File: src/rtl/sfg_pkg.sv
package sfg_pkg;
  localparam int ADDR_W     = 7;
  localparam int DATA_W     = 8;
  localparam int CRC_W      = 8;
  localparam int HEAD_W     = 1 + ADDR_W;
  localparam int BODY_W     = HEAD_W + DATA_W;
  localparam int FRAME_BITS = BODY_W + CRC_W;

  localparam logic [CRC_W-1:0]      CRC_POLY     = 8'h2F;
  localparam logic [CRC_W-1:0]      CRC_SEED     = 8'hFF;
  localparam logic [ADDR_W-1:0]     CLEAR_ADDR   = 7'h7F;
  localparam logic [FRAME_BITS-1:0] REJECT_REPLY = 24'h3C_0000;

  // Strobes from the control module to the datapath.
  typedef struct packed {
    logic startFrame;   // chip select fell
    logic takeBit;      // sample data in
    logic nextBit;      // advance data out
    logic closeFrame;   // chip select rose
    logic acceptFrame;  // frame passed count and CRC tests
  } strobe_t;

  function automatic logic [CRC_W-1:0] crcCalc(input logic [BODY_W-1:0] body);
    logic [CRC_W-1:0] acc;
    logic fb;
    acc = CRC_SEED;
    for (int i = BODY_W - 1; i >= 0; i--) begin
      fb  = acc[CRC_W-1] ^ body[i];
      acc = {acc[CRC_W-2:0], 1'b0};
      if (fb) acc = acc ^ CRC_POLY;
    end
    return acc;
  endfunction
endpackage

File: src/rtl/sfg_sync.sv
module sfg_sync #(
  parameter int WIDTH = 1,
  parameter int STAGES = 2,
  parameter logic [WIDTH-1:0] RST_VAL = '0
) (
  input  logic             clk,
  input  logic             rstN,
  input  logic [WIDTH-1:0] din,
  output logic [WIDTH-1:0] dout
);
  logic [STAGES-1:0][WIDTH-1:0] chain;

  for (genvar g = 0; g < STAGES; g++) begin : g_stage
    logic [WIDTH-1:0] feed;
    if (g == 0) begin : g_first
      assign feed = din;
    end else begin : g_next
      assign feed = chain[g-1];
    end
    always_ff @(posedge clk or negedge rstN) begin
      if (!rstN) chain[g] <= RST_VAL;
      else       chain[g] <= feed;
    end
  end

  assign dout = chain[STAGES-1];
endmodule

File: src/rtl/sfg_ctrl.sv
module sfg_ctrl
  import sfg_pkg::*;
#(
  parameter int GAP_CYCLES = 4750
) (
  input  logic    clk,
  input  logic    rstN,
  input  logic    csbS,
  input  logic    sclkS,
  input  logic    crcOk,
  input  logic    clearHit,
  output strobe_t st,
  output logic    errNext,
  output logic    regValid,
  output logic    intN
);
  localparam int CW = $clog2(FRAME_BITS);
  localparam int GW = $clog2(GAP_CYCLES + 1);
  localparam logic [CW-1:0] LAST_BIT = CW'(FRAME_BITS - 1);
  localparam logic [GW-1:0] GAP_MAX  = GW'(GAP_CYCLES);

  logic csbPrev, sclkPrev;
  logic csbFall, csbRise, sclkRise, sclkFall;
  logic [CW-1:0] bitMod;
  logic edgeSeen;
  logic [GW-1:0] gapTimer;
  logic tooSoon;
  logic errFlag;
  logic countOk, badNow, acceptNow;

  always_ff @(posedge clk or negedge rstN) begin
    if (!rstN) begin
      csbPrev  <= 1'b1;
      sclkPrev <= 1'b0;
    end else begin
      csbPrev  <= csbS;
      sclkPrev <= sclkS;
    end
  end

  assign csbFall  = csbPrev & ~csbS;
  assign csbRise  = ~csbPrev & csbS;
  assign sclkRise = sclkS & ~sclkPrev & ~csbS & ~csbPrev;
  assign sclkFall = ~sclkS & sclkPrev & ~csbS & ~csbPrev;

  // Count modulo the frame length; a nonzero multiple shows as zero plus seen.
  always_ff @(posedge clk or negedge rstN) begin
    if (!rstN) begin
      bitMod   <= '0;
      edgeSeen <= 1'b0;
    end else if (csbFall) begin
      bitMod   <= '0;
      edgeSeen <= 1'b0;
    end else if (sclkRise) begin
      bitMod   <= (bitMod == LAST_BIT) ? '0 : bitMod + 1'b1;
      edgeSeen <= 1'b1;
    end
  end

  // Idle timer restarts on each frame end and saturates at the limit.
  always_ff @(posedge clk or negedge rstN) begin
    if (!rstN) begin
      gapTimer <= GAP_MAX;
      tooSoon  <= 1'b0;
    end else begin
      if (csbRise) gapTimer <= '0;
      else if (gapTimer != GAP_MAX) gapTimer <= gapTimer + 1'b1;
      if (csbFall) tooSoon <= (gapTimer < GAP_MAX);
    end
  end

  assign countOk   = edgeSeen && (bitMod == '0);
  assign acceptNow = csbRise && countOk && crcOk;
  assign badNow    = csbRise && (!countOk || !crcOk || tooSoon);
  assign errNext   = badNow || (errFlag && !(acceptNow && clearHit));

  always_ff @(posedge clk or negedge rstN) begin
    if (!rstN) errFlag <= 1'b0;
    else       errFlag <= errNext;
  end

  always_comb begin
    st.startFrame  = csbFall;
    st.takeBit     = sclkRise;
    st.nextBit     = sclkFall;
    st.closeFrame  = csbRise;
    st.acceptFrame = acceptNow;
  end

  assign regValid = acceptNow;
  assign intN     = ~errFlag;
endmodule

File: src/rtl/sfg_datapath.sv
module sfg_datapath
  import sfg_pkg::*;
(
  input  logic              clk,
  input  logic              rstN,
  input  logic              mosiS,
  input  strobe_t           st,
  input  logic              errNext,
  input  logic [DATA_W-1:0] regRdata,
  output logic              regWrite,
  output logic [ADDR_W-1:0] regAddr,
  output logic [DATA_W-1:0] regWdata,
  output logic              crcOk,
  output logic              clearHit,
  output logic              miso
);
  localparam int PAD_W = HEAD_W - 1;

  logic [FRAME_BITS-1:0] rxShift;
  logic [FRAME_BITS-1:0] txShift;
  logic [FRAME_BITS-1:0] replyWord;
  logic [BODY_W-1:0]     replyBody;
  logic                  active;

  always_ff @(posedge clk or negedge rstN) begin
    if (!rstN) rxShift <= '0;
    else if (st.takeBit) rxShift <= {rxShift[FRAME_BITS-2:0], mosiS};
  end

  assign regWrite = rxShift[FRAME_BITS-1];
  assign regAddr  = rxShift[FRAME_BITS-2 -: ADDR_W];
  assign regWdata = rxShift[CRC_W +: DATA_W];
  assign crcOk    = (crcCalc(rxShift[FRAME_BITS-1:CRC_W]) == rxShift[CRC_W-1:0]);
  assign clearHit = regWrite && (regAddr == CLEAR_ADDR) && regWdata[0];

  assign replyBody = {errNext, {PAD_W{1'b0}}, regRdata};

  always_ff @(posedge clk or negedge rstN) begin
    if (!rstN) replyWord <= REJECT_REPLY;
    else if (st.closeFrame)
      replyWord <= st.acceptFrame ? {replyBody, crcCalc(replyBody)} : REJECT_REPLY;
  end

  always_ff @(posedge clk or negedge rstN) begin
    if (!rstN) begin
      txShift <= '0;
      active  <= 1'b0;
    end else if (st.startFrame) begin
      txShift <= replyWord;
      active  <= 1'b1;
    end else if (st.closeFrame) begin
      active  <= 1'b0;
    end else if (st.nextBit) begin
      txShift <= {txShift[FRAME_BITS-2:0], 1'b0};
    end
  end

  assign miso = active & txShift[FRAME_BITS-1];
endmodule

File: src/rtl/spi_frame_guard.sv
module spi_frame_guard
  import sfg_pkg::*;
#(
  parameter int GAP_CYCLES = 4750,
  parameter int SYNC_STAGES = 2
) (
  input  logic              clk,
  input  logic              rstN,
  input  logic              csbN,
  input  logic              sclk,
  input  logic              mosi,
  output logic              miso,
  output logic              intN,
  output logic              regValid,
  output logic              regWrite,
  output logic [ADDR_W-1:0] regAddr,
  output logic [DATA_W-1:0] regWdata,
  input  logic [DATA_W-1:0] regRdata
);
  logic [2:0] pinSync;
  strobe_t    strobes;
  logic       crcOk, clearHit, errNext;

  sfg_sync #(.WIDTH(3), .STAGES(SYNC_STAGES), .RST_VAL(3'b100)) sync_i (
    .clk(clk), .rstN(rstN), .din({csbN, sclk, mosi}), .dout(pinSync)
  );

  sfg_ctrl #(.GAP_CYCLES(GAP_CYCLES)) ctrl_i (
    .clk(clk), .rstN(rstN), .csbS(pinSync[2]), .sclkS(pinSync[1]),
    .crcOk(crcOk), .clearHit(clearHit), .st(strobes), .errNext(errNext),
    .regValid(regValid), .intN(intN)
  );

  sfg_datapath dp_i (
    .clk(clk), .rstN(rstN), .mosiS(pinSync[0]), .st(strobes), .errNext(errNext),
    .regRdata(regRdata), .regWrite(regWrite), .regAddr(regAddr),
    .regWdata(regWdata), .crcOk(crcOk), .clearHit(clearHit), .miso(miso)
  );
endmodule

File: config.mk
export PLATFORM = sky130hd
export DESIGN_NAME = spi_frame_guard
export DESIGN_NICKNAME = d
export VERILOG_FILES = /design/src/rtl/sfg_pkg.sv /design/src/rtl/sfg_sync.sv /design/src/rtl/sfg_ctrl.sv /design/src/rtl/sfg_datapath.sv /design/src/rtl/spi_frame_guard.sv
export SDC_FILE = /design/constraint.sdc
export NUM_CORES = 1
export LEC_CHECK = 0
export BUFFER_PORTS_ARGS = -buffer_cell sky130_fd_sc_hd__buf_2
export CAP_MARGIN = 25
export CELL_PAD_IN_SITES_DETAIL_PLACEMENT = 0
export CELL_PAD_IN_SITES_GLOBAL_PLACEMENT = 1
export CORE_ASPECT_RATIO = 1.5
export CORE_UTILIZATION = 25
export CTS_BUF_LIST = sky130_fd_sc_hd__clkbuf_8
export DETAILED_ROUTE_END_ITERATION = 10
export GPL_ROUTABILITY_DRIVEN = 1
export PLACE_DENSITY_LB_ADDON = 0.1
export SETUP_SLACK_MARGIN = 0.05
export SLEW_MARGIN = 20
export SYNTH_ARGS = -nofsm -noshare
export SYNTH_HDL_FRONTEND = slang
export SYNTH_HIERARCHICAL = 1
export SYNTH_SLANG_ARGS = --single-unit
export TNS_END_PERCENT = 1
File: constraint.sdc
create_clock -name clk -period 6.9 [get_ports clk]
set_clock_uncertainty 0.15 [all_clocks]
set_input_delay 1.38 -clock clk [delete_from_list [all_inputs] [get_ports clk]]
set_output_delay 1.38 -clock clk [all_outputs]
set_load 0.05 [all_outputs]
==> qor.yml <==
status: "complete, no violations"
power_density_mw_per_mm2: 221
core-area_mm2: 0.0197
slowest_stage: "xnor3_2"
io_pins: 32
ys_ff_latch: 96
cp_data_required_time_ns: 5.37
synth-async-reset-ratio: 1.00
netlist_instances: 461
syn_nets: 478
yosys.cell_types.count: 53
dp_worst_setup_slack_ns: 2.12
drive_above_1_share: 0.209
critPathLaunchType: "flip-flop"
grt-ovfl-total: 0
dieArea_mm2: 0.0206
design_area_mm2: 0.00552
post_cts_resized: 0
tightest_slew_ns: 0.922
p_leak_nw: 2.33
n_antenna_cell: 0
postCtsSetupRepairBufs: 0
syn-mean-instance-area_um2: 10.9
viasPerCell: 4.37
ctsRootBufferMaster: "clkbuf_8"
setup_tns_ns: 0
synth_enable_flop_cells: 0
postPlaceCellArea_mm2: 0.00528
h-tree-depth: 3
die_y_um: 175
endpoint_kind: "primary output"
grt_start_max_net_pins: 68
grt_pass1_wl_um: 18600
rsz0062_at_grt: "false"
clkTransAtPathRegs_ns: 0.10
final_antenna_net_count: 0
r2r_slack_ns: 3.04
nets: 482
port_buffers: 31
wl_per_cell_um: 15.5
clk_path_buf_depth: 2
vias: 3187
worst_slack_ns: 1.73
fillers: 2112
path_buf_inv: 2
drt_iter0_markers: 91
grt_pass1_vias: 3330
cp_max_fo: 12
min_period_ns: 5.17
dr.pass1.iters: 4
cts_made_buffers: 9
synthesis.area_mm2: 0.00501
rows: 63
holdCritPathClass: "flip-flop to flip-flop"
vdd_drop_max_uv: 96.9
setup_violations: 0
crit_arrival_ns: 3.64
slew_headroom: 0.385
critPathKind: "flip-flop to primary output"
grt_usage: 0.119
max_freq_mhz: 193
grt_antenna_before_repair: 0
synth_ff_type: "dfrtp_1"
holdBufCountCts: 0
cts_tree: "yes"
die_width_um: 118
path_delay_family: "XOR/XNOR gates"
drcViolationCount: 0
start_util: 0.254
cp_cell_sequence: "xnor3_2 -> xnor3_1 -> or3_1 -> a2111o_1 -> a222oi_1 -> nand3_1 -> nor2_1 -> buf_4 -> buf_2"
cap_violations: 0
routed_wl_um: 11300
slew_violations: 0
gp_congestion: 0.712
ys_warn_count: 6
finalHoldViolations: 0
clock-sinks: 96
period_share: 0.750
max_stage_delay_ns: 0.53
dp_hpwl_um: 7790
area_delta_synth_final_pct: 10.3
ys_seq_area_frac: 0.482
clk_latency_ns: 0.39
-- sequential cells by signal, summed over array words and instances (netlist names) --
name,cells
sync_i/dout,3
dp_i/txShift,24
ctrl_i/edgeSeen,1
dp_i/active,1
ctrl_i/gapTimer,13
ctrl_i/tooSoon,1
sync_i/g_stage.feed,3
ctrl_i/sclkPrev,1
dp_i/replyWord,18
ctrl_i/errFlag,1
ctrl_i/bitMod,5
dp_i/rxShift,24
ctrl_i/csbPrev,1
-- layout make-up --
type,instances,area [µm²],share of cell area
sequential,96,2410,0.437
timing repair buffer,35,188,0.0340
clock inverter,7,120,0.0217
clock buffer,9,124,0.0224
multi-input combinational,303,2270,0.411
inverter,20,78.8,0.0143
tap,260,325,0.0589
-- routing by layer --
layer  track usage  part of all wire
met1         0.137              0.44
met2         0.212              0.52
met3        0.0214             0.022
met4        0.0593             0.021
met5             0                 0
-- power breakdown --
part           internal (mW)  switching (mW)  total, mW
logic                 0.0627          0.0726      0.135
registers              0.599          0.0298      0.629
clock network          0.241           0.217      0.458
total                  0.903           0.319       1.22
-- Yosys cell counts (3+ instances only) --
cell	count	area, µm²
o2bb2ai_1	8	70.1
xnor3_1	3	67.6
inv_1	18	67.6
o21ai_0	36	180
dfstp_2	10	263
buf_2	3	15.0
mux2_2	24	270
xor2_1	13	114
nor2_1	19	71.3
ha_1	4	50.1
a211oi_1	4	30.0
nand2_1	39	146
mux2i_1	22	220
clkbuf_1	18	67.6
xnor2_1	46	403
dfrtp_1	86	2150
or3_1	5	31.3
nand3_1	22	110
nand4_1	5	31.3
buf_4	20	150
nor3_1	5	25.0
a21oi_1	6	30.0
nor2b_1	6	37.5
-- through the flow --
stage / hold slack, ns / utilization / cells / power [mW]
after CTS: 0.206 / 0.280 / 730 / 1.25
after detailed placement: 0.185 / 0.268 / 714 / 0.781
after floorplan: 0.181 / - / 461 / 0.732
after global placement: 0.189 / 0.268 / 714 / 0.778
after global routing: 0.210 / 0.280 / 730 / 1.29
final: 0.205 / 0.280 / 730 / 1.22
-- cell usage in the layout, fill, tap and decap left out, drive strengths merged, types with 4 or more instances in the layout --
cell type  Yosys  final
nand3         22     22
ha             4      4
clkinv         1      4
dfrtp         86     86
xor2          14     14
or3            5      5
nor2          19     19
nand4          5      5
dfstp         10     10
o21ai         38     38
buf           24     35
mux2          25     25
xnor3          4      4
nand2         40     40
inv           19     19
o2bb2ai        8      8
a211oi         4      4
mux2i         22     22
xnor2         48     48
nor2b          6      6
clkbuf        18      9
nor3           5      5
a21oi          6      6
-- path summary, 6_finish.rpt --
| path | startpoint | end | depth (start not counted) |
|---|---|---|---|
| max in group asynchronous | rstN | ctrl_i/gapTimer[4]$_DFFE_PN0P_ | 2 |
| min in group asynchronous | rstN | dp_i/rxShift[23]$_DFFE_PN0P_ | 1 |
| worst min-delay path | sync_i/g_stage[1].feed[1]$_DFF_PN0_ | sync_i/dout[1]$_DFF_PN0_ | 0 |
| worst min register to register | sync_i/g_stage[1].feed[1]$_DFF_PN0_ | sync_i/dout[1]$_DFF_PN0_ | 0 |
| worst max-delay path | dp_i/rxShift[22]$_DFFE_PN0P_ | regValid | 9 |
| worst max register to register | dp_i/rxShift[22]$_DFFE_PN0P_ | dp_i/replyWord[2]$_DFFE_PN0P_ | 11 |
-- worst reg2reg max path, cell delays in order (launching register included) --
cell and delay [ns]:
dfrtp_1 0.48, xnor3_2 0.53, xnor3_1 0.43, or3_1 0.39, a2111o_1 0.38, a222oi_1 0.27
nand3_1 0.15, o21ai_0 0.17, nand2_1 0.15, xnor2_1 0.40, xnor2_1 0.17, o2bb2ai_1 0.08
-- kinds of logic (layout without fill, tap and decap cells) --
family | count (synthesis) | after routing | synth area share
and+or+nand+nor | 118 | 118 | 0.118
DFF | 96 | 96 | 0.482
adders and majority gates | 4 | 4 | 0.0100
AOI/OAI and AO/OA | 65 | 65 | 0.0787
xor gates and xnor gates | 69 | 69 | 0.146
buffers and inverters | 62 | 71 | 0.0645
muxes | 47 | 47 | 0.101
Note: power is estimated with default switching activity, not from simulation.
